### src/rtl/xlat_pkg.sv
package xlat_pkg;

    localparam int ADDR_W     = 32;
    localparam int L1_IDX_LSB = 20;
    localparam int L1_IDX_W   = ADDR_W - L1_IDX_LSB;
    localparam int L2_IDX_LSB = 12;
    localparam int L2_IDX_W   = L1_IDX_LSB - L2_IDX_LSB;
    localparam int WORD_LSB   = 2;
    localparam int TTB_ALIGN  = L1_IDX_W + WORD_LSB;
    localparam int L2T_ALIGN  = L2_IDX_W + WORD_LSB;
    localparam int SUPER_BIT  = 18;

    localparam logic [ADDR_W-1:0] TTB_MASK = {ADDR_W{1'b1}} << TTB_ALIGN;
    localparam logic [ADDR_W-1:0] L2T_MASK = {ADDR_W{1'b1}} << L2T_ALIGN;

    typedef enum logic [1:0] {
        SZ_4K  = 2'd0,
        SZ_64K = 2'd1,
        SZ_1M  = 2'd2,
        SZ_16M = 2'd3
    } pgsz_e;

    typedef enum logic [2:0] {
        ST_IDLE,
        ST_L1,
        ST_L2,
        ST_DONE,
        ST_FAULT
    } wstate_e;

    typedef struct packed {
        logic  fault;
        logic  next_level;
        pgsz_e size;
    } dinfo_t;

    function automatic logic [ADDR_W-1:0] page_mask(input pgsz_e sz);
        logic [ADDR_W-1:0] m;
        case (sz)
            SZ_4K:   m = {ADDR_W{1'b1}} << 12;
            SZ_64K:  m = {ADDR_W{1'b1}} << 16;
            SZ_1M:   m = {ADDR_W{1'b1}} << 20;
            default: m = {ADDR_W{1'b1}} << 24;
        endcase
        return m;
    endfunction

endpackage

### src/rtl/xlat_desc_decode.sv
module xlat_desc_decode
    import xlat_pkg::*;
(
    input  logic [1:0] desc_type,
    input  logic       ext_bit,
    input  logic       second_level,
    output dinfo_t     info
);

    always_comb begin
        info.fault      = 1'b1;
        info.next_level = 1'b0;
        info.size       = SZ_4K;
        if (!second_level) begin
            case (desc_type)
                2'b01: begin
                    info.fault      = 1'b0;
                    info.next_level = 1'b1;
                end
                2'b10: begin
                    info.fault = 1'b0;
                    info.size  = ext_bit ? SZ_16M : SZ_1M;
                end
                default: ;
            endcase
        end else begin
            case (desc_type)
                2'b01: begin
                    info.fault = 1'b0;
                    info.size  = SZ_64K;
                end
                2'b10, 2'b11: begin
                    info.fault = 1'b0;
                    info.size  = SZ_4K;
                end
                default: ;
            endcase
        end
    end

endmodule

### src/rtl/xlat_addr_merge.sv
module xlat_addr_merge
    import xlat_pkg::*;
(
    input  logic [ADDR_W-1:0] desc,
    input  logic [ADDR_W-1:0] va,
    input  pgsz_e             size,
    output logic [ADDR_W-1:0] pa
);

    logic [ADDR_W-1:0] keep;

    always_comb begin
        keep = page_mask(size);
        pa   = (desc & keep) | (va & ~keep);
    end

endmodule

### src/rtl/xlat_walker.sv
module xlat_walker
    import xlat_pkg::*;
(
    input  logic        clk,
    input  logic        rst,
    input  logic [31:0] ttb_base,
    input  logic        req_valid,
    input  logic [31:0] req_addr,
    output logic        req_ready,
    output logic        mem_req,
    output logic [31:0] mem_addr,
    input  logic        mem_rvalid,
    input  logic [31:0] mem_rdata,
    output logic        rsp_valid,
    output logic        rsp_fault,
    output logic [31:0] rsp_pa,
    output logic [1:0]  rsp_size,
    output logic [31:0] rsp_fault_addr,
    input  logic        rsp_ack,
    output logic        tlb_fill_valid,
    output logic [31:0] tlb_fill_va,
    output logic [31:0] tlb_fill_pa,
    output logic [1:0]  tlb_fill_size
);

    wstate_e           st_q, st_d;
    logic [ADDR_W-1:0] va_q;
    logic [ADDR_W-1:0] l1_q;
    logic [ADDR_W-1:0] res_pa_q;
    pgsz_e             res_sz_q;
    logic              fill_q;

    dinfo_t            info;
    logic [ADDR_W-1:0] merged;
    logic [ADDR_W-1:0] l1_addr;
    logic [ADDR_W-1:0] l2_addr;
    logic [ADDR_W-1:0] res_mask;
    logic              fetching;
    logic              leaf_rsp;

    xlat_desc_decode u_decode (
        .desc_type    (mem_rdata[1:0]),
        .ext_bit      (mem_rdata[SUPER_BIT]),
        .second_level (st_q == ST_L2),
        .info         (info)
    );

    xlat_addr_merge u_merge (
        .desc (mem_rdata),
        .va   (va_q),
        .size (info.size),
        .pa   (merged)
    );

    // descriptor addresses for both levels
    always_comb begin
        l1_addr = (ttb_base & TTB_MASK)
                | {{(ADDR_W-TTB_ALIGN){1'b0}}, va_q[ADDR_W-1:L1_IDX_LSB], 2'b00};
        l2_addr = (l1_q & L2T_MASK)
                | {{(ADDR_W-L2T_ALIGN){1'b0}}, va_q[L1_IDX_LSB-1:L2_IDX_LSB], 2'b00};
    end

    assign fetching = (st_q == ST_L1) || (st_q == ST_L2);
    assign leaf_rsp = fetching && mem_rvalid && !info.next_level;

    always_comb begin
        st_d = st_q;
        case (st_q)
            ST_IDLE:  if (req_valid) st_d = ST_L1;
            ST_L1:    if (mem_rvalid) begin
                          if (info.fault)           st_d = ST_FAULT;
                          else if (info.next_level) st_d = ST_L2;
                          else                      st_d = ST_DONE;
                      end
            ST_L2:    if (mem_rvalid) st_d = info.fault ? ST_FAULT : ST_DONE;
            ST_DONE,
            ST_FAULT: if (rsp_ack) st_d = ST_IDLE;
            default:  st_d = ST_IDLE;
        endcase
    end

    always_ff @(posedge clk) begin
        if (rst) begin
            st_q     <= ST_IDLE;
            va_q     <= '0;
            l1_q     <= '0;
            res_pa_q <= '0;
            res_sz_q <= SZ_4K;
            fill_q   <= 1'b0;
        end else begin
            st_q   <= st_d;
            fill_q <= (st_d == ST_DONE) && (st_q != ST_DONE);
            if (st_q == ST_IDLE && req_valid)
                va_q <= req_addr;
            if (st_q == ST_L1 && mem_rvalid)
                l1_q <= mem_rdata;
            if (leaf_rsp) begin
                res_pa_q <= info.fault ? '0 : merged;
                res_sz_q <= info.fault ? SZ_4K : info.size;
            end
        end
    end

    always_comb begin
        req_ready      = (st_q == ST_IDLE);
        mem_req        = fetching;
        case (st_q)
            ST_L1:   mem_addr = l1_addr;
            ST_L2:   mem_addr = l2_addr;
            default: mem_addr = '0;
        endcase
        rsp_valid      = (st_q == ST_DONE) || (st_q == ST_FAULT);
        rsp_fault      = (st_q == ST_FAULT);
        rsp_pa         = res_pa_q;
        rsp_size       = res_sz_q;
        rsp_fault_addr = (st_q == ST_FAULT) ? va_q : '0;
        res_mask       = page_mask(res_sz_q);
        tlb_fill_valid = fill_q;
        tlb_fill_va    = va_q & res_mask;
        tlb_fill_pa    = res_pa_q & res_mask;
        tlb_fill_size  = res_sz_q;
    end

endmodule

### config.mk
export PLATFORM = sky130hd
export DESIGN_NAME = xlat_walker
export DESIGN_NICKNAME = d
export VERILOG_FILES = /design/src/rtl/xlat_pkg.sv /design/src/rtl/xlat_desc_decode.sv /design/src/rtl/xlat_addr_merge.sv /design/src/rtl/xlat_walker.sv
export SDC_FILE = /design/constraint.sdc
export NUM_CORES = 1
export LEC_CHECK = 0
export BUFFER_PORTS_ARGS = -buffer_cell sky130_fd_sc_hd__buf_4
export CORE_MARGIN = 4
export CORE_UTILIZATION = 41
export CTS_CLUSTER_SIZE = 16
export DETAILED_ROUTE_END_ITERATION = 8
export PLACE_DENSITY_LB_ADDON = 0.3
export SYNTH_ARGS = -nofsm -noshare
export SYNTH_HDL_FRONTEND = slang
export SYNTH_HIERARCHICAL = 1
export SYNTH_SLANG_ARGS = --single-unit
### constraint.sdc
create_clock -name clk -period 2.05 [get_ports clk]
set_input_delay 0.205 -clock clk [delete_from_list [all_inputs] [get_ports clk]]
set_output_delay 0.205 -clock clk [all_outputs]
set_load 0.02 [all_outputs]
==> impl_results.md <==
- DP Cell Count: 929
- Period utilization: 0.957
- H-Tree Depth: 3
- Yosys warnings: 6
- HP Class: primary input to flip-flop
- Hold Path Depth: 3
- Top cell type by total area after synthesis: dfxtp_1
- Die width: 118 um
- Drt pass-1 iters: 5
- Syn Area/Cell: 7.94 um2
- Net Sw Frac: 0.327
- Via/cell ratio: 5.42
- Setup ws final: 0.0887 ns
- Final Non-Filler Cells: 948
- Detail Route Antenna Nets: 0
- Maximum vdd drop: 0.000389 V
- Top-area cell type share of the netlist area: 0.369
- DR vias: 5138
- Final Util: 0.572
- Overall overflow remaining after global route: 0
- Antenna Cells: 0
- Clock network power share: 0.308
- Power Density: 722 nW/um2
- Final setup fails: 0
- CTS buffer count: 9
- Area contributors post-synth: dfxtp_1 (37%), buf_4 (9.9%), a21oi_1 (8.9%)
- CTS sink cnt: 92
- Proportion of layout cells with a drive suffix above 1: 0.360
- Most used flip-flop cell after synthesis: dfxtp_1
- Status: complete, no violations
- Max Slew Vio Count: 0
- DIE AREA: 14000 um2
- Flops & latches, synth: 92
- Pre-CTS setup slack: 0.0610 ns
- R2R depth: 7
- Clock period minus worst slack: 1.96 ns
- Synthesized area: 4990 um2
- Critical path arrival: 1.76 ns
- Tot GR Track Use: 0.233
- Final Hold Fails: 0
- Critical path endpoint: rsp_fault_addr[7]
- Clk root buf: clkbuf_16
- Layout area overhead: 36.9%
- Final GP Congestion: 0.822
- Power share of the sequential group: 0.403
- Reg area: 1840 um2
- Clk Latency, worst-skew pair: 0.33 ns
- Unrepaired setup endpoints after global routing: no
- Max-cap violations: 0
- Reg2Reg Setup Slack: 0.17 ns
- Total Wirelength: 17300 um
- Crit end category: primary output
- Cts hold-fix bufs: 0
- First-pass GRT wire length: 26500 um
- Io pins: 270
- Die height: 118 um
- DR DRC count: 0
- Synth async-reset ratio: 0
- Worst Path Class, Setup: flip-flop to primary output
- Leakage: 3.14 nW
- Critical Path Source: st_q[1]
- RR Startpoint: st_q[1]
- Cell count after synthesis: 629
- Pint: 0.00332 W
- Setup TNS: 0 ns
- Most frequent cells in the layout: buf_4 (245), nand2_1 (116), dfxtp_1 (92)
- Post-route clock skew: 0.00563 ns
- CP Max Fanout: 28
- Critical Path RT: 1.85 ns
- Number of global-route vias before repair: 5003
- Site Rows: 40
- Multi-input logic area: 2570 um2
- Commonest non-fill, non-tap cell in the layout: buf_4
- Net Switching: 0.00162 W
- Drt initial violations: 312
- Slew HR: 0.469
- Initial core utilization: 0.418
- Longest Clk Path Bufs: 2
- Slew of the pin with the lowest slew margin: 0.797 ns
- Reg2reg end: rsp_size[1]
- Worst Setup Start Kind: flip-flop
- # fillers: 1122
- Core ar.: 12000 um2
- CTS tree: built
- Clk pin slew, worst setup/hold paths: 0.06 ns
- Post-synthesis sequential area ratio: 0.369
- Post-DR wirelength/cell: 18.3 um
- Largest net degree at the start of global routing: 45
- Overall Power: 0.00494 W
- Combinational share of power: 0.289
- Nets: 901
- FMAX: 0.510 GHz
- Count of input and output buffers: 221
- Post-synth EDFFs: 0
- Dpl hpwl: 12400 um
- Antenna violations before repair: 0
- Synth unique cells: 36
==> through the flow <==
step / hold slack [ns] / instance area, um2
4_1_cts: 0.105 / 6800
2_1_floorplan: 0.341 / 5100
6_report: 0.116 / 6840
3_3_place_gp: 0.444 / 6490
3_5_place_dp: 0.447 / 6490
5_1_grt: 0.115 / 6840
==> flip-flops by register name (all words and copies together) (netlist names) <==
register	flops
l1_q	22
rsp_pa	32
rsp_size	2
st_q	3
tlb_fill_valid	1
va_q	32
==> per-layer routing <==
metal / vias up / track usage / wire, um
met5: - / 0 / 0
met4: 0 / 0.0695 / 231
met3: 21 / 0.0517 / 1510
met2: 243 / 0.392 / 8410
met1: 2449 / 0.300 / 7180
li1: 2425 / - / -
==> worst max-delay path, stage by stage (launching register included) <==
cell and delay, ns:
dfxtp_1 0.32, buf_6 0.17, nor2_2 0.35, buf_12 0.23
and3_1 0.19, buf_4 0.15
==> repair_timing <==
item,CTS,global route
gates resized for setup,4,6
setup buffers,3,0
pin swaps,0,0
cloned,0,1
setup endpoints to repair,30,38
==> layout make-up <==
| cell class | count | area share |
|---|---|---|
| Clock buffer | 11 | 0.0355 |
| Sequential cell | 92 | 0.269 |
| Timing Repair Buffer | 252 | 0.286 |
| Tap cell | 147 | 0.0269 |
| Multi-Input combinational cell | 439 | 0.376 |
| Clock inverter | 4 | 0.00384 |
| Inverter | 3 | 0.00165 |
==> how the worst min path moves through the flow <==
stage	startpoint	to	slack (ns)
finish	req_addr[17]	va_q[17]	0.12
global route	req_addr[22]	va_q[22]	0.12
CTS	req_addr[17]	va_q[17]	0.11
detailed placement	l1_q[11]	l1_q[11]	0.45
global placement	l1_q[11]	l1_q[11]	0.44
floorplan	mem_rdata[10]	l1_q[10]	0.34
==> synth_stat cells, types with 5 or more instances <==
| library cell | number |
|---|---|
| a22o_1 | 30 |
| a21oi_1 | 89 |
| and3_1 | 32 |
| and2_1 | 18 |
| buf_2 | 20 |
| nand4b_1 | 34 |
| nor2_1 | 5 |
| mux2_2 | 12 |
| o21ai_0 | 8 |
| nand2_1 | 116 |
| clkbuf_1 | 34 |
| o21ai_1 | 30 |
| buf_4 | 66 |
| dfxtp_1 | 92 |
| nor2b_1 | 14 |
==> logic make-up after synthesis <==
kind of cell	count (synthesis)	share of synthesized area
AO/OA/AOI/OAI	162	0.188
AND/OR/NAND/NOR	234	0.256
XOR/XNOR	2	0.00501
buffers and inverters	123	0.147
multiplexers	12	0.0271
other	1	0.000751
flip-flops	92	0.369
adder cells (fa/ha/maj)	3	0.00752
==> power by group through the flow <==
stage | clock network (W) | registers [W] | logic [W]
final | 0.00152 | 0.00199 | 0.00143
after detailed placement | 0 | 0.00203 | 0.00137
after global routing | 0.00163 | 0.00200 | 0.00154
after global placement | 0 | 0.00202 | 0.00135
after floorplan | 0 | 0.00201 | 0.000864
after CTS | 0.00155 | 0.00199 | 0.00140
Note: power is estimated with default switching activity, not from simulation.
